### config.mk
export PLATFORM = sky130hd
export DESIGN_NAME = hdlc_addr_filter
export DESIGN_NICKNAME = d
export VERILOG_FILES = /design/src/rtl/hdlc_addr_filter_pkg.sv /design/src/rtl/addr_compare.sv /design/src/rtl/addr_filter_ctrl.sv /design/src/rtl/addr_filter_dp.sv /design/src/rtl/hdlc_addr_filter.sv
export SDC_FILE = /design/constraint.sdc
export NUM_CORES = 1
export LEC_CHECK = 0
export BUFFER_PORTS_ARGS = -buffer_cell sky130_fd_sc_hd__buf_4
export CAP_MARGIN = 20
export CORE_ASPECT_RATIO = 0.8
export CORE_MARGIN = 2
export CORE_UTILIZATION = 46
export CTS_CLUSTER_SIZE = 28
export DETAILED_ROUTE_END_ITERATION = 10
export GPL_TIMING_DRIVEN = 0
export PLACE_DENSITY = 0.91
export SLEW_MARGIN = 15
export SYNTH_ARGS = -nofsm -noshare
export SYNTH_HDL_FRONTEND = slang
export SYNTH_SLANG_ARGS = --single-unit
### constraint.sdc
create_clock -name clk -period 2.66 [get_ports clk]
set_clock_uncertainty 0.2 [all_clocks]
set_input_delay 0 -clock clk [delete_from_list [all_inputs] [get_ports clk]]
set_output_delay 0 -clock clk [all_outputs]
set_load 0.1 [all_outputs]
### src/rtl/hdlc_addr_filter_pkg.sv
package hdlc_addr_filter_pkg;

  typedef struct packed {
    logic startFrame;
    logic takeHi;
    logic takeLo;
    logic twoMode;
  } ctrlStrobes_t;

  typedef enum logic [1:0] {
    ST_IDLE    = 2'd0,
    ST_WAIT_LO = 2'd1,
    ST_DONE    = 2'd2
  } ctrlState_t;

  localparam logic [1:0] HI_CODE_REG_B = 2'b00;
  localparam logic [1:0] HI_CODE_BCAST = 2'b01;
  localparam logic [1:0] HI_CODE_NONE  = 2'b00;

endpackage

### src/rtl/addr_compare.sv
module addr_compare #(
  parameter int WIDTH = 8,
  parameter logic [WIDTH-1:0] IGNORE_MASK = '0
) (
  input  logic [WIDTH-1:0] rxByte,
  input  logic [WIDTH-1:0] refByte,
  output logic             hit
);

  localparam logic [WIDTH-1:0] CARE_MASK = ~IGNORE_MASK;

  logic [WIDTH-1:0] diffBits;

  always_comb begin
    diffBits = (rxByte ^ refByte) & CARE_MASK;
    hit      = (diffBits == '0);
  end

endmodule

### src/rtl/addr_filter_ctrl.sv
module addr_filter_ctrl
  import hdlc_addr_filter_pkg::*;
(
  input  logic         clk,
  input  logic         rstN,
  input  logic         byteValid,
  input  logic         sofStb,
  input  logic         twoByteMode,
  output ctrlStrobes_t strobes
);

  ctrlState_t state;
  ctrlState_t nextState;

  always_comb begin
    strobes   = '0;
    nextState = state;
    if (byteValid && sofStb) begin
      strobes.startFrame = 1'b1;
      if (twoByteMode) begin
        strobes.takeHi = 1'b1;
        nextState      = ST_WAIT_LO;
      end else begin
        strobes.takeLo  = 1'b1;
        strobes.twoMode = 1'b0;
        nextState       = ST_DONE;
      end
    end else if (byteValid && (state == ST_WAIT_LO)) begin
      strobes.takeLo  = 1'b1;
      strobes.twoMode = 1'b1;
      nextState       = ST_DONE;
    end
  end

  always_ff @(posedge clk) begin
    if (!rstN) begin
      state <= ST_IDLE;
    end else begin
      state <= nextState;
    end
  end

  AST_STROBE_EXCL: assert property (@(posedge clk) disable iff (!rstN)
    !(strobes.takeHi && strobes.takeLo));

  AST_IGNORE_AFTER_FIELD: assert property (@(posedge clk) disable iff (!rstN)
    (state == ST_DONE && byteValid && !sofStb) |-> !strobes.takeLo && !strobes.takeHi);

endmodule

### src/rtl/addr_filter_dp.sv
module addr_filter_dp
  import hdlc_addr_filter_pkg::*;
#(
  parameter int ADDR_W = 8,
  parameter int CR_BIT = 1,
  parameter logic [ADDR_W-1:0] BCAST_A = 8'hFE,
  parameter logic [ADDR_W-1:0] BCAST_B = 8'hFC
) (
  input  logic              clk,
  input  logic              rstN,
  input  ctrlStrobes_t      strobes,
  input  logic [ADDR_W-1:0] byteData,
  input  logic [ADDR_W-1:0] hiAddrA,
  input  logic [ADDR_W-1:0] hiAddrB,
  input  logic [ADDR_W-1:0] loAddrA,
  input  logic [ADDR_W-1:0] loAddrB,
  output logic              frameAccept,
  output logic [1:0]        hiCode,
  output logic              loCode
);

  localparam logic [ADDR_W-1:0] CR_MASK  = ADDR_W'(1) << CR_BIT;
  localparam int                N_BCAST  = 2;
  localparam int                N_LO_REG = 2;

  logic                hiAHit;
  logic                hiBHit;
  logic [N_BCAST-1:0]  bcastHit;
  logic [N_LO_REG-1:0] loHit;
  logic [ADDR_W-1:0]   loRef [N_LO_REG];

  logic [1:0] hiCodeNow;
  logic       hiHitNow;
  logic       loCodeNow;
  logic       loHitNow;

  logic [1:0] hiPendCode;
  logic       hiPendHit;

  addr_compare #(.WIDTH(ADDR_W), .IGNORE_MASK(CR_MASK)) u_cmpHiA (
    .rxByte(byteData), .refByte(hiAddrA), .hit(hiAHit)
  );

  addr_compare #(.WIDTH(ADDR_W), .IGNORE_MASK('0)) u_cmpHiB (
    .rxByte(byteData), .refByte(hiAddrB), .hit(hiBHit)
  );

  for (genvar g = 0; g < N_BCAST; g++) begin : g_bcast
    localparam logic [ADDR_W-1:0] BC_VAL = (g == 0) ? BCAST_A : BCAST_B;
    addr_compare #(.WIDTH(ADDR_W), .IGNORE_MASK(CR_MASK)) u_cmpBc (
      .rxByte(byteData), .refByte(BC_VAL), .hit(bcastHit[g])
    );
  end

  assign loRef[0] = loAddrA;
  assign loRef[1] = loAddrB;

  for (genvar g = 0; g < N_LO_REG; g++) begin : g_low
    addr_compare #(.WIDTH(ADDR_W), .IGNORE_MASK('0)) u_cmpLo (
      .rxByte(byteData), .refByte(loRef[g]), .hit(loHit[g])
    );
  end

  always_comb begin
    hiHitNow = 1'b1;
    if (hiAHit) begin
      hiCodeNow = {1'b1, byteData[CR_BIT]};
    end else if (hiBHit) begin
      hiCodeNow = HI_CODE_REG_B;
    end else if (|bcastHit) begin
      hiCodeNow = HI_CODE_BCAST;
    end else begin
      hiCodeNow = HI_CODE_NONE;
      hiHitNow  = 1'b0;
    end
    loCodeNow = loHit[0];
    loHitNow  = |loHit;
  end

  always_ff @(posedge clk) begin
    if (!rstN) begin
      hiPendCode  <= '0;
      hiPendHit   <= 1'b0;
      frameAccept <= 1'b0;
      hiCode      <= '0;
      loCode      <= 1'b0;
    end else begin
      if (strobes.startFrame) begin
        frameAccept <= 1'b0;
        hiCode      <= '0;
        loCode      <= 1'b0;
      end
      if (strobes.takeHi) begin
        hiPendCode <= hiCodeNow;
        hiPendHit  <= hiHitNow;
      end
      if (strobes.takeLo) begin
        loCode      <= loCodeNow;
        hiCode      <= strobes.twoMode ? hiPendCode : HI_CODE_NONE;
        frameAccept <= strobes.twoMode ? (hiPendHit && loHitNow) : loHitNow;
      end
    end
  end

  AST_HOLD_RESULT: assert property (@(posedge clk) disable iff (!rstN)
    (!strobes.startFrame && !strobes.takeLo) |=> $stable({frameAccept, hiCode, loCode}));

  AST_HI_MISS_REJECT: assert property (@(posedge clk) disable iff (!rstN)
    (strobes.takeLo && strobes.twoMode && !hiPendHit) |=> !frameAccept);

  AST_LO_MISS_REJECT: assert property (@(posedge clk) disable iff (!rstN)
    (strobes.takeLo && !loHitNow) |=> !frameAccept && !loCode);

endmodule

### src/rtl/hdlc_addr_filter.sv
module hdlc_addr_filter
  import hdlc_addr_filter_pkg::*;
#(
  parameter int ADDR_W = 8,
  parameter int CR_BIT = 1,
  parameter logic [ADDR_W-1:0] BCAST_A = 8'hFE,
  parameter logic [ADDR_W-1:0] BCAST_B = 8'hFC
) (
  input  logic              clk,
  input  logic              rstN,
  input  logic              byteValid,
  input  logic              sofStb,
  input  logic [ADDR_W-1:0] byteData,
  input  logic              twoByteMode,
  input  logic [ADDR_W-1:0] hiAddrA,
  input  logic [ADDR_W-1:0] hiAddrB,
  input  logic [ADDR_W-1:0] loAddrA,
  input  logic [ADDR_W-1:0] loAddrB,
  output logic              frameAccept,
  output logic [1:0]        hiCode,
  output logic              loCode
);

  ctrlStrobes_t strobes;

  addr_filter_ctrl u_ctrl (
    .clk(clk), .rstN(rstN), .byteValid(byteValid), .sofStb(sofStb),
    .twoByteMode(twoByteMode), .strobes(strobes)
  );

  addr_filter_dp #(
    .ADDR_W(ADDR_W), .CR_BIT(CR_BIT), .BCAST_A(BCAST_A), .BCAST_B(BCAST_B)
  ) u_dp (
    .clk(clk), .rstN(rstN), .strobes(strobes), .byteData(byteData),
    .hiAddrA(hiAddrA), .hiAddrB(hiAddrB), .loAddrA(loAddrA), .loAddrB(loAddrB),
    .frameAccept(frameAccept), .hiCode(hiCode), .loCode(loCode)
  );

  AST_ONEBYTE_HI_ZERO: assert property (@(posedge clk) disable iff (!rstN)
    (byteValid && sofStb && !twoByteMode) |=> (hiCode == 2'b00));

  AST_SOF_CLEAR: assert property (@(posedge clk) disable iff (!rstN)
    (byteValid && sofStb && twoByteMode) |=> !frameAccept && hiCode == 2'b00 && !loCode);

endmodule

==> flow_summary_export.csv <==
group,metric,value,unit
clock_tree,clk-insertion-delay-late,0.27,ns
timing,period_share,0.922,
clock_tree,cts_sinks,9,
clock_tree,cts_resized,0,
setup_path,worstPathMaxFanout,5,
synth,syn_inst,94,
setup_path,end_kind,"register",
detailed_routing,drt_first_pass_iters,4,
synth,postSynthAreaPerCell,8.90,µm²
timing,hold_viol,0,
clock_tree,cts_setup_buffers,0,
cells_and_area,n_antenna_cell,0,
setup_path,ff2ff_setup_slack,0.28,ns
die,core,1680,µm²
cells_and_area,syn2layout_area_growth,55.9,%
cells_and_area,n_fill_cell,105,
detailed_routing,ant_nets,0,
synth,synth_edf_count,0,
die,die_h,42.2,µm
timing,tightest_slew,0.521,ns
detailed_routing,post_drt_wl_per_cell,16.1,µm
detailed_routing,drc,0,
synth,ys_ff_latch,9,
clock_tree,cts_buffers,3,
cells_and_area,fin_nets,195,
place,gp_congestion,0.859,
timing,fin_crit,2.45,ns
global_route,grt_pass1_wl,4540,µm
global_route,grt_max_degree,11,
place,dpl_cell_area,1160,µm²
global_route,grt_util_all_layers,0.280,
clock_tree,clock_path_buffers,2,
power,ir_drop,0.210,mV
place,dp_hpwl,1980,µm
power,p_per_area,310,nW/µm²
setup_path,setup.worst_path.class,"in2reg",
global_route,antenna_found_initial,0,
die,start_util,0.500,
timing,rsz0062_at_grt,"no",
detailed_routing,num_vias,924,
synth,ys.flop_type,"dfxtp_1",
die,num_rows,13,
timing,slew_viol_final,0,
setup_path,crit_path_start_kind,"input pin",
detailed_routing,drt_wl_total,2750,µm
hold_path,hold_path.class,"in2reg",
timing,timing.slew.headroom,0.649,
timing,setup_tns,0,ns
place,numPortBuffers,39,
global_route,grt_pass1_vias,987,
synth,async_flop_share,0,
setup_path,crit_required,2.67,ns
detailed_routing,first_iter_violations,37,
clock_tree,cts_tree,"yes",
synth,ys_types,29,
synth,syn_nets,139,
synth,syn_area,837,µm²
cells_and_area,layout-drive-gt1-share,0.389,
setup_path,arrival,2.46,ns
setup_path,path_buf_inv,4,
die,die_area,2180,µm²
synth,ys_seq_area_frac,0.215,
setup_path,cp_slowest_cell,"dlygate4sd3_1",
die,pin_count,49,
setup_path,crit_family,"buffers and inverters",
die,chipWidth,51.7,µm
power,p_leak,0.561,nW
global_route,overflow,0,
detailed_routing,viasPerCell,5.40,
setup_path,crit_chain,"dlygate4sd3_1, buf_4, and4bb_2, o2bb2ai_1, dlygate4sd3_1, nand2_1, dlygate4sd3_1, o21ai_1",
clock_tree,clk_pin_slew,0.07,ns
timing,final-setup-viol-count,0,
run,drv_cap,0,
run_status,status,"finished, final reports clean",
clock_tree,htree_levels,1,
setup_path,cp_common_cell,"dlygate4sd3_1",
clock_tree,root_buffer,"clkbuf_4",
synth,ys_warn_count,0,
cells_and_area,post-route-cell-area,1310,µm²
timing,fmax,408,MHz
setup_path,crit_path_max_incr_delay,0.59,ns
[layer usage]
layer	global-route usage	vias to the layer above	wire length [µm]
li1	-	437	-
met1	0.302	442	1020
met2	0.523	37	1520
met3	0.0571	8	150
met4	0.111	0	48
met5	0	-	0
[repair_timing]
action                     4_1_cts  5_1_grt
setup endpoints to repair        0        0
hold endpoints to repair         9        0
hold buffers                    12        0
[synth_stat cells (2+ instances only)]
cell type  instances  area (µm²)
xor2_1            29         254
dfxtp_1            9         180
nor2b_1            5        31.3
a21oi_1            4        20.0
buf_2              4        20.0
nand2_1            4        15.0
nand3_1            4        20.0
nor4_1             4        25.0
o21ai_0            4        20.0
a22oi_1            3        22.5
nor2_1             3        11.3
buf_6              2        22.5
nor4_2             2        25.0
xor2_2             2        32.5
[kinds of logic after synthesis]
family                    share of synthesized area
AOI/OAI and AO/OA                             0.148
DFF                                           0.215
and+or+nand+nor                               0.230
buffers and inverters                        0.0643
xor gates and xnor gates                      0.342
[flip-flops by register name, summed over array words and instances, names as in the netlist]
name,count
u_dp.frameAccept,1
u_ctrl.state,2
u_dp.hiPendCode,2
u_dp.loCode,1
u_dp.hiPendHit,1
u_dp.hiCode,2
[cells in the final DEF, fill, tap and decap left out, drive strengths merged]
cell         count
buf             47
xor2            31
dlygate4sd3     12
dfxtp            9
nor4             7
nor2b            5
o21ai            5
nand2            4
a21oi            4
nand3            4
a22oi            3
nor2             3
clkbuf           3
and4bb           1
o21bai           1
a32oi            1
nand4b           1
a211o            1
nor3             1
and3             1
a31o             1
a31oi            1
a21boi           1
o2bb2ai          1
clkinv           1
[area by class of cell]
cell class / instances / area, µm² / area share
sequential: 9 / 180 / 0.138
multi-input combinational: 77 / 603 / 0.462
clock buffer: 3 / 22.5 / 0.0173
timing repair buffer: 51 / 413 / 0.316
buffer: 8 / 53.8 / 0.0412
tap: 22 / 27.5 / 0.0211
clock inverter: 1 / 5.00 / 0.00384
[power by group]
| group | total (W) | internal, W | switching, W |
|---|---|---|---|
| combinational | 0.000153 | 0.0000805 | 0.0000720 |
| sequential | 0.000140 | 0.000138 | 0.00000234 |
| clock | 0.000113 | 0.0000557 | 0.0000568 |
| total | 0.000405 | 0.000274 | 0.000131 |
[worst reg2reg max path: stages, from the launching register on]
cell and delay, ns:
dfxtp_1 0.34, and4bb_2 0.34, o2bb2ai_1 0.12, dlygate4sd3_1 0.55, nand2_1 0.06, dlygate4sd3_1 0.59
o21ai_1 0.11
[through the flow]
| step | std cells | utilization | hold slack, ns | total power [W] | setup WS, ns |
|---|---|---|---|---|---|
| 3_3_place_gp | 155 | 0.691 | 0.110 | 0.000271 | 1.33 |
| 6_report | 171 | 0.779 | 0.0129 | 0.000405 | 0.208 |
| 3_5_place_dp | 155 | 0.691 | 0.119 | 0.000279 | 1.28 |
| 4_1_cts | 171 | 0.779 | 0.00658 | 0.000400 | 0.254 |
| 2_1_floorplan | 94 | - | -0.0119 | 0.000217 | 1.20 |
| 5_1_grt | 171 | 0.779 | 0.0251 | 0.000428 | 0.166 |
[path summary, 6_finish.rpt]
path | to | start | depth (start not counted)
setup / recovery | u_dp.frameAccept | sofStb | 8
hold / removal | u_dp.hiPendHit | hiAddrB[5] | 5
setup reg to reg | u_dp.frameAccept | u_ctrl.state[1] | 6
hold reg to reg | u_dp.hiPendCode[1] | u_dp.hiPendCode[1] | 2
Power figures use the tool's default switching activity.
